$ cat src/rtl/sup_wd_pkg.sv
package sup_wd_pkg;

    typedef enum logic [1:0] {
        ST_PWR_HOLD = 2'd0,
        ST_RUN      = 2'd1,
        ST_WD_HOLD  = 2'd2
    } sv_state_e;

    typedef enum logic [1:0] {
        WDSEL_SHORT = 2'b00,
        WDSEL_MED   = 2'b01,
        WDSEL_LONG  = 2'b10,
        WDSEL_OFF   = 2'b11
    } wd_sel_e;

    typedef struct packed {
        logic asserted;
        logic wd_cause;
    } rst_status_t;

    function automatic logic wd_enabled(input logic [1:0] sel);
        return sel != WDSEL_OFF;
    endfunction

endpackage

$ cat src/rtl/sv_wdi_sync.sv
module sv_wdi_sync #(
    parameter int unsigned STAGES = 2
) (
    input  logic clk,
    input  logic rst,
    input  logic din,
    output logic fall
);
    logic [STAGES-1:0] chain;
    logic              last_q;

    generate
        for (genvar i = 0; i < STAGES; i++) begin : g_stage
            if (i == 0) begin : g_first
                always_ff @(posedge clk) begin
                    if (rst) chain[0] <= 1'b1;
                    else     chain[0] <= din;
                end
            end else begin : g_next
                always_ff @(posedge clk) begin
                    if (rst) chain[i] <= 1'b1;
                    else     chain[i] <= chain[i-1];
                end
            end
        end
    endgenerate

    always_ff @(posedge clk) begin
        if (rst) last_q <= 1'b1;
        else     last_q <= chain[STAGES-1];
    end

    assign fall = last_q & ~chain[STAGES-1];

endmodule

$ cat src/rtl/sv_wdog_counter.sv
module sv_wdog_counter
    import sup_wd_pkg::*;
#(
    parameter int unsigned WD_SHORT = 150000,
    parameter int unsigned WD_MED   = 600000,
    parameter int unsigned WD_LONG  = 1400000,
    localparam int unsigned WDW     = $clog2(WD_LONG + 1)
) (
    input  logic           clk,
    input  logic           rst,
    input  logic           run,
    input  logic           kick,
    input  logic [1:0]     sel,
    output logic           expire,
    output logic [WDW-1:0] count
);
    localparam logic [WDW-1:0] LIM_S = WDW'(WD_SHORT - 1);
    localparam logic [WDW-1:0] LIM_M = WDW'(WD_MED - 1);
    localparam logic [WDW-1:0] LIM_L = WDW'(WD_LONG - 1);

    logic [WDW-1:0] limit_m1;
    logic           enabled;

    always_comb begin
        unique case (sel)
            WDSEL_SHORT: limit_m1 = LIM_S;
            WDSEL_MED:   limit_m1 = LIM_M;
            default:     limit_m1 = LIM_L;
        endcase
    end

    assign enabled = wd_enabled(sel);
    assign expire  = run && enabled && !kick && (count >= limit_m1);

    always_ff @(posedge clk) begin
        if (rst || !run || kick || !enabled) count <= '0;
        else if (count != {WDW{1'b1}})       count <= count + 1'b1;
    end

endmodule

$ cat src/rtl/sv_release_timer.sv
module sv_release_timer
    import sup_wd_pkg::*;
#(
    parameter int unsigned RELEASE_CYCLES = 200000,
    localparam int unsigned RELW          = $clog2(RELEASE_CYCLES + 1)
) (
    input  logic        clk,
    input  logic        rst,
    input  logic        supply_ok,
    input  logic        wd_expire,
    output sv_state_e   state,
    output rst_status_t status
);
    localparam logic [RELW-1:0] REL_LAST = RELW'(RELEASE_CYCLES - 1);

    logic [RELW-1:0] rel_cnt;

    always_ff @(posedge clk) begin
        if (rst) begin
            state   <= ST_PWR_HOLD;
            rel_cnt <= '0;
        end else if (!supply_ok) begin
            state   <= ST_PWR_HOLD;
            rel_cnt <= '0;
        end else begin
            unique case (state)
                ST_RUN: begin
                    rel_cnt <= '0;
                    if (wd_expire) state <= ST_WD_HOLD;
                end
                ST_PWR_HOLD, ST_WD_HOLD: begin
                    if (rel_cnt == REL_LAST) begin
                        state   <= ST_RUN;
                        rel_cnt <= '0;
                    end else begin
                        rel_cnt <= rel_cnt + 1'b1;
                    end
                end
                default: begin
                    state   <= ST_PWR_HOLD;
                    rel_cnt <= '0;
                end
            endcase
        end
    end

    assign status.asserted = (state != ST_RUN);
    assign status.wd_cause = (state == ST_WD_HOLD);

    // a supply fault always leaves reset held
    a_r3_supply_fault_holds: assert property (@(posedge clk) disable iff (rst)
        !supply_ok |=> status.asserted);

    // an expiry with good supply enters the watchdog hold
    a_r6_expire_enters_hold: assert property (@(posedge clk) disable iff (rst)
        (wd_expire && supply_ok) |=> (state == ST_WD_HOLD));

    // release only after the full count of good supply
    a_r2_release_after_count: assert property (@(posedge clk) disable iff (rst)
        $fell(status.asserted) |-> ($past(rel_cnt) == REL_LAST && $past(supply_ok)));

endmodule

$ cat src/rtl/sup_wd_reset.sv
module sup_wd_reset
    import sup_wd_pkg::*;
#(
    parameter int unsigned RELEASE_CYCLES = 200000,
    parameter int unsigned WD_SHORT       = 150000,
    parameter int unsigned WD_MED         = 600000,
    parameter int unsigned WD_LONG        = 1400000,
    parameter int unsigned SYNC_STAGES    = 2,
    parameter bit          ACTIVE_HIGH    = 1'b0,
    localparam int unsigned WDW           = $clog2(WD_LONG + 1)
) (
    input  logic       clk,
    input  logic       rst,
    input  logic       supply_ok,
    input  logic       cs_wdi,
    input  logic [1:0] wd_sel,
    output logic       rst_out
);
    logic           wdi_fall;
    logic           wd_expire;
    logic [WDW-1:0] wd_cnt;
    sv_state_e      state;
    rst_status_t    status;

    sv_wdi_sync #(.STAGES(SYNC_STAGES)) sync_i (
        .clk  (clk),
        .rst  (rst),
        .din  (cs_wdi),
        .fall (wdi_fall)
    );

    sv_wdog_counter #(
        .WD_SHORT (WD_SHORT),
        .WD_MED   (WD_MED),
        .WD_LONG  (WD_LONG)
    ) wdog_i (
        .clk    (clk),
        .rst    (rst),
        .run    (state == ST_RUN),
        .kick   (wdi_fall),
        .sel    (wd_sel),
        .expire (wd_expire),
        .count  (wd_cnt)
    );

    sv_release_timer #(.RELEASE_CYCLES(RELEASE_CYCLES)) timer_i (
        .clk       (clk),
        .rst       (rst),
        .supply_ok (supply_ok),
        .wd_expire (wd_expire),
        .state     (state),
        .status    (status)
    );

    generate
        if (ACTIVE_HIGH) begin : g_pol_high
            assign rst_out = status.asserted;
        end else begin : g_pol_low
            assign rst_out = ~status.asserted;
        end
    endgenerate

    // the watchdog count stays clear through a supply hold
    a_r9_wd_clear_in_pwr_hold: assert property (@(posedge clk) disable iff (rst)
        (state == ST_PWR_HOLD && $past(state) == ST_PWR_HOLD) |-> (wd_cnt == '0));

    // leaving a watchdog hold restarts the count from zero
    a_r8_wd_restart_after_hold: assert property (@(posedge clk) disable iff (rst)
        ($past(status.wd_cause) && state == ST_RUN) |-> (wd_cnt == '0));

    // with the watchdog off, run continues while supply is good
    a_r7_off_stays_run: assert property (@(posedge clk) disable iff (rst)
        (state == ST_RUN && wd_sel == WDSEL_OFF && supply_ok) |=> (state == ST_RUN));

endmodule

$ cat config.mk
export PLATFORM = sky130hd
export DESIGN_NAME = sup_wd_reset
export DESIGN_NICKNAME = d
export VERILOG_FILES = /design/src/rtl/sup_wd_pkg.sv /design/src/rtl/sv_wdi_sync.sv /design/src/rtl/sv_wdog_counter.sv /design/src/rtl/sv_release_timer.sv /design/src/rtl/sup_wd_reset.sv
export SDC_FILE = /design/constraint.sdc
export NUM_CORES = 1
export LEC_CHECK = 0
export BUFFER_PORTS_ARGS = -buffer_cell sky130_fd_sc_hd__buf_2
export CELL_PAD_IN_SITES_DETAIL_PLACEMENT = 1
export CELL_PAD_IN_SITES_GLOBAL_PLACEMENT = 1
export CORE_UTILIZATION = 42
export CTS_CLUSTER_SIZE = 20
export DETAILED_ROUTE_END_ITERATION = 10
export GPL_ROUTABILITY_DRIVEN = 1
export PLACE_DENSITY = 0.8
export SETUP_SLACK_MARGIN = 0.3
export SYNTH_ARGS = -nofsm -noshare
export SYNTH_HDL_FRONTEND = slang
export SYNTH_SLANG_ARGS = --single-unit
export TNS_END_PERCENT = 5
$ cat constraint.sdc
create_clock -name clk -period 2.1 [get_ports clk]
set_input_delay 0.525 -clock clk [delete_from_list [all_inputs] [get_ports clk]]
set_output_delay 0.525 -clock clk [all_outputs]
set_load 0.02 [all_outputs]
==> flow_summary.json, run 1 <==
{
  "ant_nets": 0,
  "dp.cells": 356,
  "p_per_area_nw_per_um2": 520,
  "hold_viol": 0,
  "grt_pass1_wl_mm": 9.74,
  "antenna_found_initial": 0,
  "end_kind": "register",
  "drive_gt1_frac": 0.251,
  "startpoint_type": "primary input",
  "wl_per_cell_um": 17.7,
  "port_buffers": 6,
  "slew_viol_final": 0,
  "finClkSkew_ns": 0.00637,
  "hold_buffers": 0,
  "drcViolationCount": 0,
  "fp-row-count": 26,
  "critPathArrivalTime_ns": 2.02,
  "timing.final.crit_share": 0.871,
  "fin_area_um2": 2870,
  "clockBufferDepth": 2,
  "grt.overflow.total": 0,
  "die_area_um2": 5770,
  "fmax_mhz": 547,
  "slew-limit-headroom": 0.633,
  "cts.clk_slew.worst_paths_ns": 0.08,
  "wl_mm": 6.46,
  "required_ns": 2.30,
  "yosys_warnings": 0,
  "worstSetupPathType": "in2reg",
  "die_h_um": 76.0,
  "path_max_fanout": 4,
  "synth-edff-count": 0,
  "worstMarginPinSlew_ns": 0.550,
  "post_synth_num_cell_types": 41,
  "cts_buffers": 5,
  "ys.flop_type": "dfxtp_1",
  "whs_ns": 0.421,
  "synthArstFlopShare": 0,
  "power_frac_comb": 0.057,
  "cts.root.buffer_cell": "clkbuf_8",
  "clock_sinks": 44,
  "synth_area_per_cell_um2": 8.51,
  "io_pins": 7,
  "synth_top_area_cell": "dfxtp_1",
  "setup_slack_ns": 0.272,
  "synth_most_common_cell": "dfxtp_1",
  "dpl_cell_area_um2": 2550,
  "utilization": 0.554,
  "p_switching_mw": 0.350,
  "fp.dieW_um": 76.0,
  "min_period_ns": 1.83,
  "ys_seq_area_frac": 0.383,
  "grt_max_degree": 14,
  "leakagePower_nw": 0.970,
  "clock_latency_ns": 0.30,
  "p_clk_frac": 0.382,
  "syn_area_um2": 2300,
  "drtIter0Drc": 66,
  "firstDrtPassIters": 4,
  "max-cap-violations": 0,
  "initial_core_util": 0.444,
  "min-delay-path-class": "in2reg",
  "dp_slack_ns": -0.125,
  "final_nets": 316,
  "coreArea_um2": 5170,
  "irDropWorstVdd_mv": 0.246,
  "status": "finished clean",
  "stdcell_count": 365,
  "synthTopCellsByArea": "dfxtp_1 (38%), ha_1 (8.7%), nor2_1 (7.0%), xor2_1 (6.5%), xnor2_1 (4.2%)",
  "power_frac_seq": 0.561,
  "synthDominantCellAreaShare": 0.383,
  "areaGrowthSynthToFinish_pct": 24.7,
  "grt_pass1_vias": 2078,
  "fill_cells": 592,
  "p_int_mw": 1.14,
  "synth_nets": 292,
  "routed_via_density": 5.58,
  "num_antenna_cells": 0,
  "ys_ff_latch": 44,
  "cts-htree-levels": 2,
  "setup_viol": 0,
  "rsz0062_at_grt": "yes",
  "multi_input_comb_area_um2": 1570,
  "switching_share": 0.235,
  "synth_common_cells": "dfxtp_1 (44), nor2_1 (43), nand2_1 (19), nand3_1 (19), xor2_1 (17)",
  "gp_congestion": 0.890,
  "syn_inst": 270,
  "track_usage": 0.210,
  "cts_tree": "built",
  "hpwl_mm": 4.13,
  "num_vias": 2038,
  "seq_area_um2": 901
}
## path summary, 6_finish.rpt
path / slack (ns) / start / cells past startpoint / endpoint
setup reg to reg: 0.30 / wdog_i.count[15] / 5 / wdog_i.count[11]
hold reg to reg: 0.43 / sync_i.chain[0] / 1 / sync_i.chain[1]
hold / removal: 0.42 / cs_wdi / 2 / sync_i.chain[0]
setup / recovery: 0.27 / wd_sel[1] / 9 / timer_i.state[0]
## metrics by stage
stage	power [mW]	TNS, ns
detailed placement	0.918	-0.171
floorplan	0.892	0
CTS	1.49	0
finish	1.49	0
global route	1.55	0
global placement	0.915	-0.0157
## cell families after synthesis
family                   synth area share
AO/OA/AOI/OAI                      0.0806
XOR/XNOR                            0.107
adder cells (fa/ha/maj)            0.0871
buffers and inverters              0.0261
flip-flops                          0.383
multiplexers                      0.00925
AND/OR/NAND/NOR                     0.307
## flip-flops by register name, indices dropped and copies added (netlist names)
| register | flops |
|---|---|
| wdog_i.count | 21 |
| timer_i.rel_cnt | 18 |
| sync_i.chain | 2 |
| timer_i.state | 2 |
| sync_i.last_q | 1 |
## what timing repair did
action                     CTS  global route
resized for setup            7            42
setup buffers                0             1
pin swaps                    2            12
setup endpoints to repair   13            19
## power groups by stage
stage	clock network (mW)	logic (mW)	registers (mW)
floorplan	0	0.0325	0.859
global placement	0	0.0555	0.859
detailed placement	0	0.0582	0.860
CTS	0.589	0.0604	0.840
global route	0.617	0.0920	0.837
finish	0.569	0.0849	0.836
## cell type report
class / instances / share of cell area
Tap cell: 70 / 0.0306
Clock buffer: 7 / 0.0301
Sequential cell: 44 / 0.314
Inverter: 9 / 0.0153
Timing Repair Buffer: 23 / 0.0594
Multi-Input combinational cell: 211 / 0.548
Clock inverter: 1 / 0.00262
## routing by layer
| metal | wire length, um | global-route usage |
|---|---|---|
| met3 | 151 | 0.0359 |
| met5 | 0 | 0 |
| met4 | 141 | 0.0750 |
| met1 | 2900 | 0.276 |
| met2 | 3260 | 0.346 |
## layout by cell type (no fill, tap or decap), types with 3 or more instances in the layout
cell	Yosys	routed
nand3_1	19	18
dfxtp_4	0	3
nor3_1	8	4
xor2_1	17	17
or2_2	4	3
buf_2	2	4
inv_1	9	6
dfxtp_2	0	7
nor2_1	43	41
xnor2_1	11	11
dfxtp_1	44	34
buf_4	0	17
nand4_1	7	7
and4_1	5	4
nor3_2	0	3
ha_4	0	7
or3_1	5	5
ha_1	16	8
nand2_1	19	16
o211ai_1	5	5
o21ai_0	6	6
nor4_1	4	3
and3_1	6	6
a21oi_1	10	10
clkbuf_8	0	6
## critical path, stage by stage
cell and delay (ns):
buf_6 0.10, inv_6 0.05, buf_4 0.15, ha_4 0.28, nand3_4 0.09, nor4_4 0.27, o211ai_1 0.14, a31o_2 0.27
and3_1 0.15
Power figures use the tool's default switching activity.
==> inputs of run 2 (changes only) <==
--- a/config.mk
+++ b/config.mk
@@ -14,4 +14,5 @@
 export GPL_ROUTABILITY_DRIVEN = 1
 export PLACE_DENSITY = 0.8
+export REMOVE_ABC_BUFFERS = 1
 export SETUP_SLACK_MARGIN = 0.3
 export SYNTH_ARGS = -nofsm -noshare
==> constraint.sdc (replaced) <==
create_clock -name clk -period 2.1 [get_ports clk]
set_input_delay 0.525 -clock clk [delete_from_list [all_inputs] [get_ports clk]]
set_output_delay 0.525 -clock clk [all_outputs]
set_load 0.05 [all_outputs]
==> run 2 against run 1 <==
Compared with the run above:
- sequential cell count did not move
- global-route usage rose by 1.8 points
- clock power fell by 9.1%
- core utilization is 0.85 points lower
- via count increased by 1.0%
- worst hold slack worse by 0.012 ns
- combinational power up 5.9%
- register-to-register slack got worse by 0.11 ns
- setup slack worse by 0.14 ns
- critical path depth is 1 higher
- non-clock buffer count is 1 higher
- count of clock-buffer cells in the layout is 2 lower
- largest cell class unchanged
- highest routed layer unchanged
==> flow_summary.json, run 2 (same netlist as run 1, synthesis figures left out) <==
{
  "timing.final.crit_share": 0.938,
  "wl_mm": 6.67,
  "cts_buffers": 5,
  "fmax_mhz": 508,
  "clock_latency_ns": 0.30,
  "cp-endpoint": "timer_i.state[0]",
  "r2r_setup_slack_ns": 0.19,
  "grt_pass1_vias": 2115,
  "startpoint_type": "primary input",
  "p_clk_frac": 0.357,
  "whs_ns": 0.409,
  "worstReg2RegEnd": "wdog_i.count[13]",
  "final_nets": 317,
  "largest_reg_flops": 21,
  "fin_area_um2": 2820,
  "end_kind": "register",
  "critPathArrivalTime_ns": 2.16,
  "power_mw": 1.45,
  "gp_congestion": 0.893,
  "final_cell_mix": "dfxtp_1 (44), nor2_1 (42), nand3_1 (18)",
  "cts.root.buffer_cell": "clkbuf_8",
  "dpl_cell_area_um2": 2520,
  "die_h_um": 76.0,
  "rsz0062_at_grt": "yes",
  "min_period_ns": 1.97,
  "drtIter0Drc": 82,
  "utilization": 0.545,
  "worstSetupPathType": "in2reg",
  "grt.overflow.total": 0,
  "min-delay-path-class": "in2reg",
  "reg2reg_depth": 5,
  "drcViolationCount": 0,
  "grt_max_degree": 14,
  "p_int_mw": 1.11,
  "clock_sinks": 44,
  "largest_register": "wdog_i.count",
  "dp.cells": 357,
  "io_pins": 7,
  "path_max_fanout": 3,
  "cts_tree": "built",
  "wl_per_cell_um": 18.3,
  "leakagePower_nw": 0.961,
  "num_vias": 2059,
  "track_usage": 0.228,
  "max-cap-violations": 0,
  "finClkSkew_ns": 0.00605,
  "port_buffers": 6,
  "antenna_found_initial": 0,
  "power_frac_comb": 0.062,
  "reg_top3": "wdog_i.count x21, timer_i.rel_cnt x18",
  "areaGrowthSynthToFinish_pct": 22.8,
  "routed_via_density": 5.64,
  "switching_share": 0.235,
  "hold_viol": 0,
  "r2r-start": "wdog_i.count[8]",
  "cts.clk_slew.worst_paths_ns": 0.08,
  "p_switching_mw": 0.339,
  "fp-row-count": 26,
  "status": "finished clean",
  "layout_commonest_cell": "dfxtp_1",
  "required_ns": 2.30,
  "hold_buffers": 0,
  "coreArea_um2": 5170,
  "fp.dieW_um": 76.0,
  "slew-limit-headroom": 0.597,
  "grt_pass1_wl_mm": 10.5,
  "worstMarginPinSlew_ns": 0.599,
  "setup.worst_path.start": "wd_sel[0]",
  "num_antenna_cells": 0,
  "firstDrtPassIters": 4,
  "ant_nets": 0,
  "die_area_um2": 5770,
  "irDropWorstVdd_mv": 0.250,
  "p_per_area_nw_per_um2": 513,
  "initial_core_util": 0.444,
  "slew_viol_final": 0,
  "hpwl_mm": 4.24,
  "stdcell_count": 365,
  "setup_viol": 0,
  "power_frac_seq": 0.581,
  "drive_gt1_frac": 0.207,
  "clockBufferDepth": 2,
  "cts-htree-levels": 2
}
run 2: changes by cell type in the layout (fill, tap and decap cells not counted), sizes merged:
cell / before / now
clkinv: 0 / 1
buf: 23 / 24
clkbuf: 7 / 5
run 2: layer usage:
layer  track usage  up-vias  routed length [um]
li1              -      997                   -
met1         0.270     1008                2900
met2         0.410       37                3420
met3        0.0395       17                 140
met4        0.0827        0                 202
met5             0        -                   0
run 2: worst max-delay path: stages:
cell      delay (ns)
buf_8           0.08
buf_6           0.09
nand2_4         0.06
buf_6           0.13
ha_4            0.27
nand4_1         0.23
o221ai_2        0.26
o211ai_1        0.14
a31o_2          0.24
and3_1          0.14
run 2: power groups by stage:
stage	Combinational (mW)	Clock, mW	Sequential (mW)
floorplan	0.0265	0	0.859
global placement	0.0558	0	0.859
detailed placement	0.0600	0	0.860
CTS	0.0787	0.525	0.840
global route	0.0962	0.563	0.841
finish	0.0899	0.517	0.840
run 2: through the flow:
stage | setup TNS (ns) | setup slack, ns
final | 0 | 0.131
after global routing | 0 | 0.112
after CTS | 0 | 0.203
after detailed placement | -0.556 | -0.304
after global placement | -0.296 | -0.186
after floorplan | -0.0856 | -0.0446
run 2: worst min-delay path by stage:
stage,start,depth (start not counted),to,slack [ns]
final,cs_wdi,2,sync_i.chain[0],0.41
after floorplan,sync_i.chain[0],1,sync_i.chain[1],0.39
after global placement,sync_i.chain[0],1,sync_i.chain[1],0.40
after CTS,cs_wdi,2,sync_i.chain[0],0.41
after detailed placement,sync_i.chain[0],1,sync_i.chain[1],0.40
after global routing,cs_wdi,2,sync_i.chain[0],0.41
run 2: timing repair:
item | 4_1_cts | 5_1_grt
buffers inserted | 0 | 1
pin swaps | 10 | 7
resized for setup | 20 | 16
endpoints found under the setup margin | 11 | 34
run 2: final cells by class:
| cell class | instances | area [um^2] |
|---|---|---|
| Inverter | 9 | 36.3 |
| Clock buffer | 5 | 68.8 |
| Fill cell | 606 | 2350 |
| Clock inverter | 2 | 12.5 |
| Tap cell | 70 | 87.6 |
| Multi-Input combinational cell | 211 | 1540 |
| Sequential cell | 44 | 881 |
| Timing Repair Buffer | 24 | 193 |
==> inputs of run 3 (changes only) <==
clock period = 1.8 ns   (was 2.1 ns; I/O delays follow)
==> run 3 against run 2 <==
Compared with the run above:
- the run now ends with negative setup slack left
- first-iteration DRC count up 140%
- routed wire length up 35%
- power up 29%
- design area up 10%
- global-route usage up 7.3 points
- setup slack worse by 0.33 ns
- critical endpoint unchanged
==> flow_summary.json, run 3 (same netlist as run 1, synthesis figures left out) <==
{
  "drcViolationCount": 0,
  "utilization": 0.602,
  "stdcell_count": 391,
  "cts_buffers": 5,
  "grt.overflow.total": 0,
  "clock_latency_ns": 0.31,
  "timing.final.crit_share": 1.11,
  "slew-limit-headroom": 0.732,
  "critPathArrivalTime_ns": 2.21,
  "p_int_mw": 1.44,
  "status": "finished with violations",
  "setup_tns_ns": -0.529,
  "switching_share": 0.226,
  "worstMarginPinSlew_ns": 0.400,
  "max_stage_delay_ns": 0.33,
  "crit_top_cell": "buf_4",
  "worstSetupPathType": "in2reg",
  "final_nets": 342,
  "power_frac_comb": 0.061,
  "die_area_um2": 5770,
  "fin_area_um2": 3120,
  "violations": "negative setup slack",
  "fp-row-count": 26,
  "path_max_fanout": 3,
  "wl_mm": 8.99,
  "num_vias": 2345,
  "num_antenna_cells": 0,
  "startpoint_type": "primary input",
  "finClkSkew_ns": 0.0137,
  "clockBufferDepth": 2,
  "cts-htree-levels": 2,
  "reg_top3": "wdog_i.count x21, timer_i.rel_cnt x18",
  "cts_tree": "built",
  "initial_core_util": 0.444,
  "required_ns": 2.01,
  "p_switching_mw": 0.421,
  "wl_per_cell_um": 23.0,
  "setup_viol": 6,
  "track_usage": 0.300,
  "path_cells": "buf_6 > inv_2 > buf_4 > ha_1 > nand3_2 > buf_4 > o211ai_1 > nor2_1 > a31o_2 > and3_1",
  "dpl_cell_area_um2": 2680,
  "critPathBufInv": 4,
  "power_frac_seq": 0.525,
  "grt_pass1_wl_mm": 13.4,
  "largest_reg_flops": 21,
  "max-cap-violations": 0,
  "coreArea_um2": 5170,
  "irDropWorstVdd_mv": 0.472,
  "cts.clk_slew.worst_paths_ns": 0.09,
  "critPathTopFamily": "compound AO/OA/AOI/OAI gates",
  "ant_nets": 0,
  "setup_slack_ns": -0.198,
  "grt_pass1_vias": 2469,
  "fp.dieW_um": 76.0,
  "drtIter0Drc": 197,
  "p_per_area_nw_per_um2": 598,
  "io_pins": 7,
  "die_h_um": 76.0,
  "fmax_mhz": 501,
  "slew_viol_final": 0,
  "p_clk_frac": 0.414,
  "routed_via_density": 6.00,
  "min-delay-path-class": "in2reg",
  "dp.cells": 378,
  "areaGrowthSynthToFinish_pct": 35.5,
  "antenna_found_initial": 0,
  "rsz0062_at_grt": "yes",
  "port_buffers": 6,
  "hpwl_mm": 4.49,
  "cts.root.buffer_cell": "clkbuf_8",
  "fill_cells": 585,
  "drive_gt1_frac": 0.361,
  "hold_viol": 0,
  "layout_commonest_cell": "nor2_1",
  "min_period_ns": 2.00,
  "r2r_setup_slack_ns": -0.15,
  "critPathSlowestCell": "ha_1",
  "leakagePower_nw": 1.12,
  "grt_max_degree": 19,
  "final_cell_mix": "nor2_1 (42), buf_4 (41), dfxtp_1 (29)",
  "gp_congestion": 0.877,
  "largest_register": "wdog_i.count",
  "firstDrtPassIters": 4,
  "clock_sinks": 44,
  "end_kind": "register"
}
[run 3: per-stage QoR]
stage | power [mW] | setup WS (ns) | hold slack (ns)
2_1_floorplan | 1.03 | -0.345 | 0.389
3_3_place_gp | 1.07 | -0.409 | 0.403
3_5_place_dp | 1.07 | -0.514 | 0.401
4_1_cts | 1.84 | -0.0192 | 0.334
5_1_grt | 1.91 | -0.214 | 0.347
6_report | 1.86 | -0.198 | 0.339
[run 3: path summary, 6_finish.rpt]
kind,startpoint,to,depth (start not counted)
worst min-delay path,cs_wdi,sync_i.chain[0],2
worst max-delay path,wd_sel[1],timer_i.state[0],10
worst max register to register,wdog_i.count[19],timer_i.state[0],7
worst min register to register,sync_i.chain[0],sync_i.chain[1],1
[run 3: metal layers]
layer,track usage,wire length (um),vias up
met5,0,0,-
met4,0.171,567,0
met3,0.0623,426,51
met2,0.517,4330,94
met1,0.346,3670,1144
li1,-,-,1056
[run 3: final cells by class]
class                           count  area, um^2  area share
Timing Repair Buffer               49         379       0.122
Multi-Input combinational cell    211        1600       0.514
Sequential cell                    44         902       0.290
Inverter                            9        36.3      0.0116
Tap cell                           70        87.6      0.0281
Clock buffer                        6        72.6      0.0233
Clock inverter                      2        35.0      0.0112
[run 3: power groups by stage]
stage               clock (mW)  combinational, mW  sequential [mW]
floorplan                    0             0.0309             1.00
global placement             0             0.0646             1.00
detailed placement           0             0.0693             1.00
CTS                      0.771             0.0915            0.978
global route             0.817              0.118            0.979
finish                   0.770              0.113            0.978
[run 3: timing repair]
action	in CTS	in global routing
cloned	0	0
buffers inserted	1	4
resized for setup	60	12
hold buffers	0	0
pin swaps	24	13
endpoints found under the setup margin	42	42
